[config.mk]
export PLATFORM = sky130hd
export DESIGN_NAME = ptw_walker
export DESIGN_NICKNAME = d
export VERILOG_FILES = /design/src/rtl/ptw_pkg.sv /design/src/rtl/ptw_base_sel.sv /design/src/rtl/ptw_desc_decode.sv /design/src/rtl/ptw_walker.sv
export SDC_FILE = /design/constraint.sdc
export NUM_CORES = 1
export LEC_CHECK = 0
export BUFFER_PORTS_ARGS = -buffer_cell sky130_fd_sc_hd__buf_2
export CAP_MARGIN = 5
export CORE_MARGIN = 2
export CORE_UTILIZATION = 46
export DETAILED_ROUTE_END_ITERATION = 16
export PLACE_DENSITY_LB_ADDON = 0.2
export SLEW_MARGIN = 15
export SYNTH_ARGS = -nofsm -noshare
export SYNTH_HDL_FRONTEND = slang
export SYNTH_SLANG_ARGS = --single-unit
[constraint.sdc]
create_clock -name clk -period 4.45 [get_ports clk]
set_input_delay 0.445 -clock clk [delete_from_list [all_inputs] [get_ports clk]]
set_output_delay 0.445 -clock clk [all_outputs]
set_load 0.02 [all_outputs]
[src/rtl/ptw_pkg.sv]
package ptw_pkg;
    localparam int PA_W   = 40;
    localparam int ATTR_W = 8;

    typedef enum logic [2:0] {
        ST_IDLE,
        ST_L1_REQ,
        ST_L1_WAIT,
        ST_L2_REQ,
        ST_L2_WAIT,
        ST_DONE
    } walk_state_t;

    typedef enum logic [1:0] {
        SZ_4K  = 2'd0,
        SZ_64K = 2'd1,
        SZ_1M  = 2'd2,
        SZ_16M = 2'd3
    } page_size_t;

    typedef struct packed {
        logic              fault;
        logic              more;
        logic [31:0]       next_base;
        logic [PA_W-1:0]   pa;
        page_size_t        size;
        logic [ATTR_W-1:0] attr;
    } decode_t;
endpackage

[src/rtl/ptw_base_sel.sv]
module ptw_base_sel #(
    parameter int SPLIT_W = 3,
    parameter int TOP_W   = (1 << SPLIT_W) - 1
) (
    input  logic [TOP_W-1:0]   va_top,
    input  logic [SPLIT_W-1:0] split_n,
    input  logic [31:0]        base0,
    input  logic [31:0]        base1,
    output logic [31:0]        base
);
    logic use_hi;

    // va_top[TOP_W-1] is the address MSB; test split_n bits from there down
    always_comb begin
        use_hi = 1'b0;
        for (int i = 0; i < TOP_W; i++) begin
            if (i < int'(split_n) && va_top[TOP_W-1-i]) use_hi = 1'b1;
        end
        base = use_hi ? base1 : base0;
    end
endmodule

[src/rtl/ptw_desc_decode.sv]
module ptw_desc_decode
    import ptw_pkg::*;
(
    input  logic        level2,
    input  logic [31:0] desc,
    input  logic [23:0] va_low,
    output decode_t     res
);
    always_comb begin
        res = '0;
        if (!level2) begin
            unique case (desc[1:0])
                2'b01: begin
                    res.more      = 1'b1;
                    res.next_base = {desc[31:10], 10'b0};
                end
                2'b10: begin
                    res.attr = desc[9:2];
                    if (desc[18]) begin
                        res.size = SZ_16M;
                        res.pa   = {desc[23:19], desc[17:15], desc[31:24], va_low[23:0]};
                    end else begin
                        res.size = SZ_1M;
                        res.pa   = {8'h00, desc[31:20], va_low[19:0]};
                    end
                end
                default: res.fault = 1'b1;
            endcase
        end else begin
            unique case (desc[1:0])
                2'b01: begin
                    res.size = SZ_64K;
                    res.pa   = {8'h00, desc[31:16], va_low[15:0]};
                    res.attr = desc[9:2];
                end
                2'b10, 2'b11: begin
                    res.size = SZ_4K;
                    res.pa   = {8'h00, desc[31:12], va_low[11:0]};
                    res.attr = desc[9:2];
                end
                default: res.fault = 1'b1;
            endcase
        end
    end
endmodule

[src/rtl/ptw_walker.sv]
module ptw_walker
    import ptw_pkg::*;
#(
    parameter int SPLIT_W = 3
) (
    input  logic               clk,
    input  logic               rst_n,
    input  logic               walk_start,
    input  logic [31:0]        walk_va,
    input  logic [SPLIT_W-1:0] split_n,
    input  logic [31:0]        tbl_base0,
    input  logic [31:0]        tbl_base1,
    output logic               walk_busy,
    output logic               mem_req,
    output logic [31:0]        mem_addr,
    input  logic               mem_rvalid,
    input  logic [31:0]        mem_rdata,
    output logic               walk_done,
    output logic               walk_fault,
    output logic [39:0]        walk_pa,
    output logic [1:0]         walk_size,
    output logic [7:0]         walk_attr
);
    localparam int TOP_W = (1 << SPLIT_W) - 1;

    walk_state_t         state_q, state_d;
    logic [31:0]         va_q;
    logic [31:0]         l2_base_q;
    logic [31:0]         root_base;
    logic [31:0]         l1_addr, l2_addr;
    decode_t             dec;
    logic                fault_q;
    logic [PA_W-1:0]     pa_q;
    logic [1:0]          size_q;
    logic [ATTR_W-1:0]   attr_q;

    ptw_base_sel #(.SPLIT_W(SPLIT_W), .TOP_W(TOP_W)) u_base_sel (
        .va_top (va_q[31 -: TOP_W]),
        .split_n(split_n),
        .base0  (tbl_base0),
        .base1  (tbl_base1),
        .base   (root_base)
    );

    ptw_desc_decode u_decode (
        .level2(state_q == ST_L2_WAIT),
        .desc  (mem_rdata),
        .va_low(va_q[23:0]),
        .res   (dec)
    );

    assign l1_addr = root_base + {18'b0, va_q[31:20], 2'b00};
    assign l2_addr = l2_base_q + {22'b0, va_q[19:12], 2'b00};

    // next-state logic
    always_comb begin
        state_d = state_q;
        unique case (state_q)
            ST_IDLE:    if (walk_start) state_d = ST_L1_REQ;
            ST_L1_REQ:  state_d = ST_L1_WAIT;
            ST_L1_WAIT: if (mem_rvalid) state_d = dec.more ? ST_L2_REQ : ST_DONE;
            ST_L2_REQ:  state_d = ST_L2_WAIT;
            ST_L2_WAIT: if (mem_rvalid) state_d = ST_DONE;
            ST_DONE:    state_d = ST_IDLE;
            default:    state_d = ST_IDLE;
        endcase
    end

    // state register
    always_ff @(posedge clk) begin
        if (!rst_n) state_q <= ST_IDLE;
        else        state_q <= state_d;
    end

    // datapath registers
    always_ff @(posedge clk) begin
        if (!rst_n) begin
            va_q      <= '0;
            l2_base_q <= '0;
            fault_q   <= 1'b0;
            pa_q      <= '0;
            size_q    <= '0;
            attr_q    <= '0;
        end else begin
            if (state_q == ST_IDLE && walk_start) va_q <= walk_va;
            if (state_q == ST_L1_WAIT && mem_rvalid && dec.more) l2_base_q <= dec.next_base;
            if (mem_rvalid && ((state_q == ST_L1_WAIT && !dec.more) || state_q == ST_L2_WAIT)) begin
                fault_q <= dec.fault;
                pa_q    <= dec.pa;
                size_q  <= dec.size;
                attr_q  <= dec.attr;
            end
        end
    end

    // outputs
    always_comb begin
        walk_busy  = (state_q != ST_IDLE);
        mem_req    = (state_q == ST_L1_REQ) || (state_q == ST_L2_REQ);
        mem_addr   = (state_q == ST_L2_REQ) ? l2_addr : l1_addr;
        walk_done  = (state_q == ST_DONE);
        walk_fault = fault_q;
        walk_pa    = pa_q;
        walk_size  = size_q;
        walk_attr  = attr_q;
    end

    p_req_pulse_r3: assert property (@(posedge clk) disable iff (!rst_n)
        mem_req |=> !mem_req);

    p_done_pulse_r11: assert property (@(posedge clk) disable iff (!rst_n)
        walk_done |=> !walk_done);

    p_done_after_resp_r11: assert property (@(posedge clk) disable iff (!rst_n)
        walk_done |-> $past(mem_rvalid));

    p_pa_hold_r11: assert property (@(posedge clk) disable iff (!rst_n)
        !mem_rvalid |=> $stable(walk_pa));

    p_fault_clear_r8: assert property (@(posedge clk) disable iff (!rst_n)
        (walk_done && walk_fault) |-> (walk_pa == '0 && walk_attr == '0));
endmodule

# Yosys cells after proc, flatten, opt, wreduce, memory -nomap -nowiden
# Cells that the tools add are included.
# classes
addsub,2
n_lt_le_gt_ge,7
eq_ne,11
n_mux,23
n_reduce_logical,21
# ops
op,count
2-to-1 mux 50 bit,2
case mux 42 bit (2 select lines),1
2-to-1 mux 33 bit,2
2-to-1 mux 32 bit,2
2-to-1 mux 42 bit,1
adder 32 x 10 -> 32 bit,1
adder 32 x 14 -> 32 bit,1
case mux 3 bit (5 select lines),1
logical AND 1 bit,12
2-to-1 mux 3 bit,4
2-to-1 mux 1 bit,10
< comparator 3 bit (first input constant),3
== test 3 x 2 -> 1 bit (second input constant),2
== test 3 bit (second input constant),2
< comparator 1 x 3 -> 1 bit (first input constant),2
< comparator 2 x 3 -> 1 bit (first input constant),2
inequality test 2 bit (second input constant),3
== test 2 bit (second input constant),2
OR reduction 2 bit,2
== test 3 x 1 -> 1 bit (second input constant),1
zero test 3 bit,1
AND reduction 3 bit,1
nonzero test 3 bit,1
OR reduction 3 bit,1
other kinds (3),4
# totals
register_bits,118
wordCells,71

# Logic depth before layout (Yosys ltp)
# depth
word_depth,12
mapped_depth,18
depth_no_buf,15

# Cells and area by module
# From an unflattened synthesis, not the netlist that was laid out.
# hier_totals
hier_cells,983
hier_area_um2,7778.7
# modules_own_cells
module,instances,cells_per_inst,area_per_inst_um2,seq_area_each_um2
ptw_walker,1,827,6443.7,2362.3
ptw_desc_decode,1,111,763.2,0.0
ptw_base_sel,1,45,571.8,0.0

# Worst setup path after synthesis
# No wires, ideal clock.
# synth_path
kind,register to output
startpoint,register va_q[28]
endpoint,output port mem_addr[20]
t_arrival_ps,4005
path_slack_ps,0
stages_incl_launch_ff,18
n_path_buf,2
cell_sequence,dfxtp_1 > o41a_1 > a21o_1 > nor2_2 > buf_2 > buf_1 > nand2_1 > nand2_1 > ha_1 > inv_1 > fa_1 > nor2b_1 > o2111ai_1 > a21oi_1 > o221a_2 > nand2b_1 > xnor2_1 > o21ai_0
# synth_via
elab_chain_cells,8
# synth_rtl
item,line,rtl
"start, declared",ptw_walker.sv:27,logic [31:0] va_q;
"start signal, assigned",ptw_walker.sv:85,if (state_q == ST_IDLE && walk_start) va_q <= walk_va;
logical AND 1 bit,ptw_base_sel.sv:17,if (i < int'(split_n) && va_top[TOP_W-1-i]) use_hi = 1'b1;
2-to-1 mux 1 bit (4 in series),ptw_base_sel.sv:17,
2-to-1 mux 32 bit,ptw_base_sel.sv:19,base = use_hi ? base1 : base0;
adder 32 x 14 -> 32 bit (*),ptw_walker.sv:52,"assign l1_addr = root_base + {18'b0, va_q[31:20], 2'b00};"
2-to-1 mux 32 bit (*),ptw_walker.sv:100,mem_addr = (state_q == ST_L2_REQ) ? l2_addr : l1_addr;
"end, declared",ptw_walker.sv:15,"output logic [31:0] mem_addr,"
# Mark *: on every way between the ends. The rest lies on a longest branch, timed or not.

# Worst setup path in the final report
# layout_path
startpoint,register va_q[28]
endpoint,output port mem_addr[25]
# Same word-level chain as after synthesis.

==> metrics.md <==
| Metric | Value |
|---|---|
| Antenna Nets Post-Route | `0` |
| Ys Warns | `0` |
| PortBufs | `220` |
| P_int | `1.79 mW` |
| Combinational share of power | `32.1%` |
| Critical-path maximum fanout | `13` |
| Ports | `221` |
| CTS tree | `done` |
| Mapped Area | `6190 um2` |
| Worst r2r path cells | `9` |
| Core area | `13200 um2` |
| Area share of the largest cell type after synthesis | `35.0%` |
| Top cells by area, synth | `dfxtp_1 (35%), nand2_1 (12%), a21boi_0 (6.7%)` |
| Main synth FF type | `dfxtp_1` |
| Crit path launch | `va_q[28]` |
| Synthesized area per cell | `7.99 um2` |
| Die area | `14400 um2` |
| Min-delay src | `walk_va[8]` |
| Critical Path, Cell by Cell | `o41a_1 -> a21oi_2 -> nand2_4 -> nand2_1 -> nand2_1 -> ha_1 -> a21oi_1 -> o21ai_1 -> nor3_2 -> nor4_2 -> buf_4 -> nand3_1 -> xnor2_1 -> a221o_1 -> buf_2` |
| CP max stage delay | `450 ps` |
| Clock sink count | `between 100 and 150` |
| Area leader, netlist | `dfxtp_1` |
| P_leak | `3.48 nW` |
| Root cell of the clock tree | `clkbuf_16` |
| Filler instances | `1283` |
| N_diodes | `0` |
| Initial antenna violation count | `0` |
| Reg2Reg Setup Slack | `1740 ps` |
| Worst r2r src | `state_q[1]` |
| Total gr overflow | `0` |
| CP max-delay cell | `o41a_1` |
| CTS max path bufs | `2` |
| Part of the power in registers | `37.7%` |
| Post-placement cell count | `1137` |
| Slew HR | `37.6%` |
| Status | `finished, final reports clean` |
| Largest net degree at the start of global routing | `61` |
| Cells after Synth | `774` |
| Period utilization | `97.4%` |
| Hold Path Class | `in2reg` |
| Post-layout min period | `4330 ps` |
| Maxcap violations | `0` |
| Skew-Pair Late Insertion Delay | `350 ps` |
| Starting Density | `46.9%` |
| Post-synthesis sequential area ratio | `between 30% and 40%` |
| First-pass GRT wire length | `around 30 mm` |
| Vias in the first global route | `approximately 5900` |
| RSZ-0062 raised after global routing | `true` |
| CTS Buf Count | `9` |
| Drt first-iter violations | `~520` |
| WP data required | `about 4000 ps` |
| Area occupied by multi-input gates | `between 3000 and 4000 um2` |
| Area Overhead vs Synth | `28.1%` |
| Post-synth EDFFs | `0` |
| Cts hold-fix bufs | `0` |
| CP Class | `reg2out` |
| Post-synth net total | `927` |
| Die extent in y | `120 um` |
| Tot GR Track Use | `26.0%` |
| Register Area | `around 2200 um2` |
| Setup-failing EPs final | `0` |
| Synthesized flop and latch total | `108` |
| FP Rows | `42` |
| Via density | `5.41` |
| Drt pass-1 iters | `5` |
| DRC violations left | `0` |
| GPL Wtd Cong | `0.967` |
| Final wirelength | `19.0 mm` |
| Share of cells above drive strength 1 | `a little under a third` |
| # H-tree levels | `3` |
| Highest clock rate | `231 MHz` |
| Power Dens Cells | `342 nW/um2` |
| Worst Tran Pin Value | `between 900 and 1000 ps` |
| Layout net count | `1137` |
| Detailed Place HPWL | `14.1 mm` |
| Synth unique cells | `67` |
| Critical Path End | `mem_addr[25]` |
| Layout Cells excl Fill | `between 1000 and 1500` |
| Clock skew | `around 8.5 ps` |
| Total number of vias | `6305` |
| Reg2reg end | `walk_pa[28]` |
| Worst VDD drop | `0.000252 V` |
| Critical path data arrival time | `3890 ps` |
| Die Wd | `between 100 and 150 um` |
| Asr flop ratio synth | `0%` |
| Most common cell on crit path | `nand2_1` |
| DR WL/cell | `roughly 16 um` |
| Clk pwr share | `30.2%` |
| CP startpoint kind | `flop` |
| Sw Ratio | `34.2%` |
| Count of pins over their slew limit | `0` |
| Setup_tns | `0 ps` |
| Crit. End Element | `primary output` |
| Hold slack | `about 340 ps` |
| NetSw | `0.928 mW` |
| Final hold vios | `0` |
| Clk pin slew, worst setup/hold paths | `approximately 70 ps` |
==> flip-flops by register name, indices dropped and copies added (netlist names) <==
name / flops
walk_pa: 40
va_q: 32
l2_base_q: 22
walk_attr: 8
state_q: 3
walk_size: 2
walk_fault: 1
==> cells in the final DEF, fill, tap and decap left out, drive strengths merged, types with 6 or more instances in the layout <==
master / n
a21boi: 55
a21o: 6
a21oi: 26
a222oi: 12
a22oi: 36
and3: 6
buf: 248
clkbuf: 9
dfxtp: 108
ha: 17
inv: 17
mux2i: 13
nand2: 191
nand3: 10
nand4: 7
nor2: 31
nor2b: 53
nor3: 9
o21ai: 25
or3: 6
xnor2: 19
xor2: 8
==> cells by family after synthesis <==
family                   after synthesis  share of synthesized area, %
AND/OR/NAND/NOR                      342                          26.3
AO/OA/AOI/OAI                        198                          23.7
multiplexers                          18                          3.22
buffers and inverters                 63                          4.23
flip-flops                           108                          35.0
adder cells (fa/ha/maj)               18                          3.76
XOR/XNOR                              27                          3.82
==> worst min-delay path by stage <==
stage / slack (ps) / depth (start not counted) / to
after floorplan: 440 / 2 / l2_base_q[24]
after global placement: 450 / 2 / va_q[2]
after detailed placement: 460 / 2 / va_q[0]
after CTS: 330 / 3 / va_q[8]
after global routing: 340 / 3 / va_q[6]
final: 340 / 3 / va_q[8]
==> metrics by stage <==
| step | worst slack, ps | util (%) | instance area, um2 | total power, mW |
|---|---|---|---|---|
| after global placement | 134 | 56.2 | 7420 | 1.86 |
| after global routing | -117 | 60.1 | 7930 | 2.86 |
| after CTS | 0.740 | 58.9 | 7770 | 2.69 |
| final | 115 | 60.1 | 7930 | 2.71 |
| after floorplan | 4.01 | - | 6190 | 1.58 |
| after detailed placement | 54.3 | 56.2 | 7420 | 1.86 |
==> worst max-delay path: cells and delay by family, from the launching register on <==
kind | cells | cell delay, ps
buffers and inverters | 2 | 400
AOI/OAI and AO/OA | 5 | 1430
adders and majority gates | 1 | 410
DFF | 1 | 330
and+or+nand+nor | 6 | 810
xor gates and xnor gates | 1 | 150
==> cells in the mapped netlist, types with 7 or more instances <==
cell type	n
xor2_1	8
a21boi_0	55
a21oi_1	25
xnor2_1	19
clkbuf_1	37
o21ai_0	22
mux2i_1	12
nor2_1	30
nand3_1	10
nand4_1	7
inv_1	13
ha_1	17
nor3_1	8
a22oi_1	36
dfxtp_1	108
nand2_1	190
nor2b_1	53
a222oi_1	12
==> repair_timing <==
action	in CTS	in global routing
setup buffers	2	10
gates resized for setup	6	22
endpoints found under the setup margin	12	18
pin swaps	3	6
==> cell type report <==
| cell class | count | share of cell area [%] |
|---|---|---|
| tap | 176 | 2.78 |
| sequential | 108 | 27.3 |
| inverter | 14 | 0.663 |
| multi-input combinational | 603 | 48.6 |
| clock buffer | 9 | 2.84 |
| clock inverter | 7 | 1.03 |
| timing repair buffer | 248 | 16.7 |
==> metal layers <==
metal	vias to the layer above	global-route usage, %	share of wire (%)
li1	3131	-	-
met2	258	41.3	46
met5	-	0	0
met3	33	4.90	7.5
met4	0	10.1	2.4
met1	2883	35.0	44
==> power groups by stage <==
stage | registers [mW] | logic [mW] | clock network [mW]
2_1_floorplan | 1.04 | 0.540 | 0
3_3_place_gp | 1.04 | 0.814 | 0
3_5_place_dp | 1.04 | 0.815 | 0
4_1_cts | 1.02 | 0.829 | 0.838
5_1_grt | 1.03 | 0.946 | 0.883
6_report | 1.02 | 0.870 | 0.821
Power figures use the tool's default switching activity.
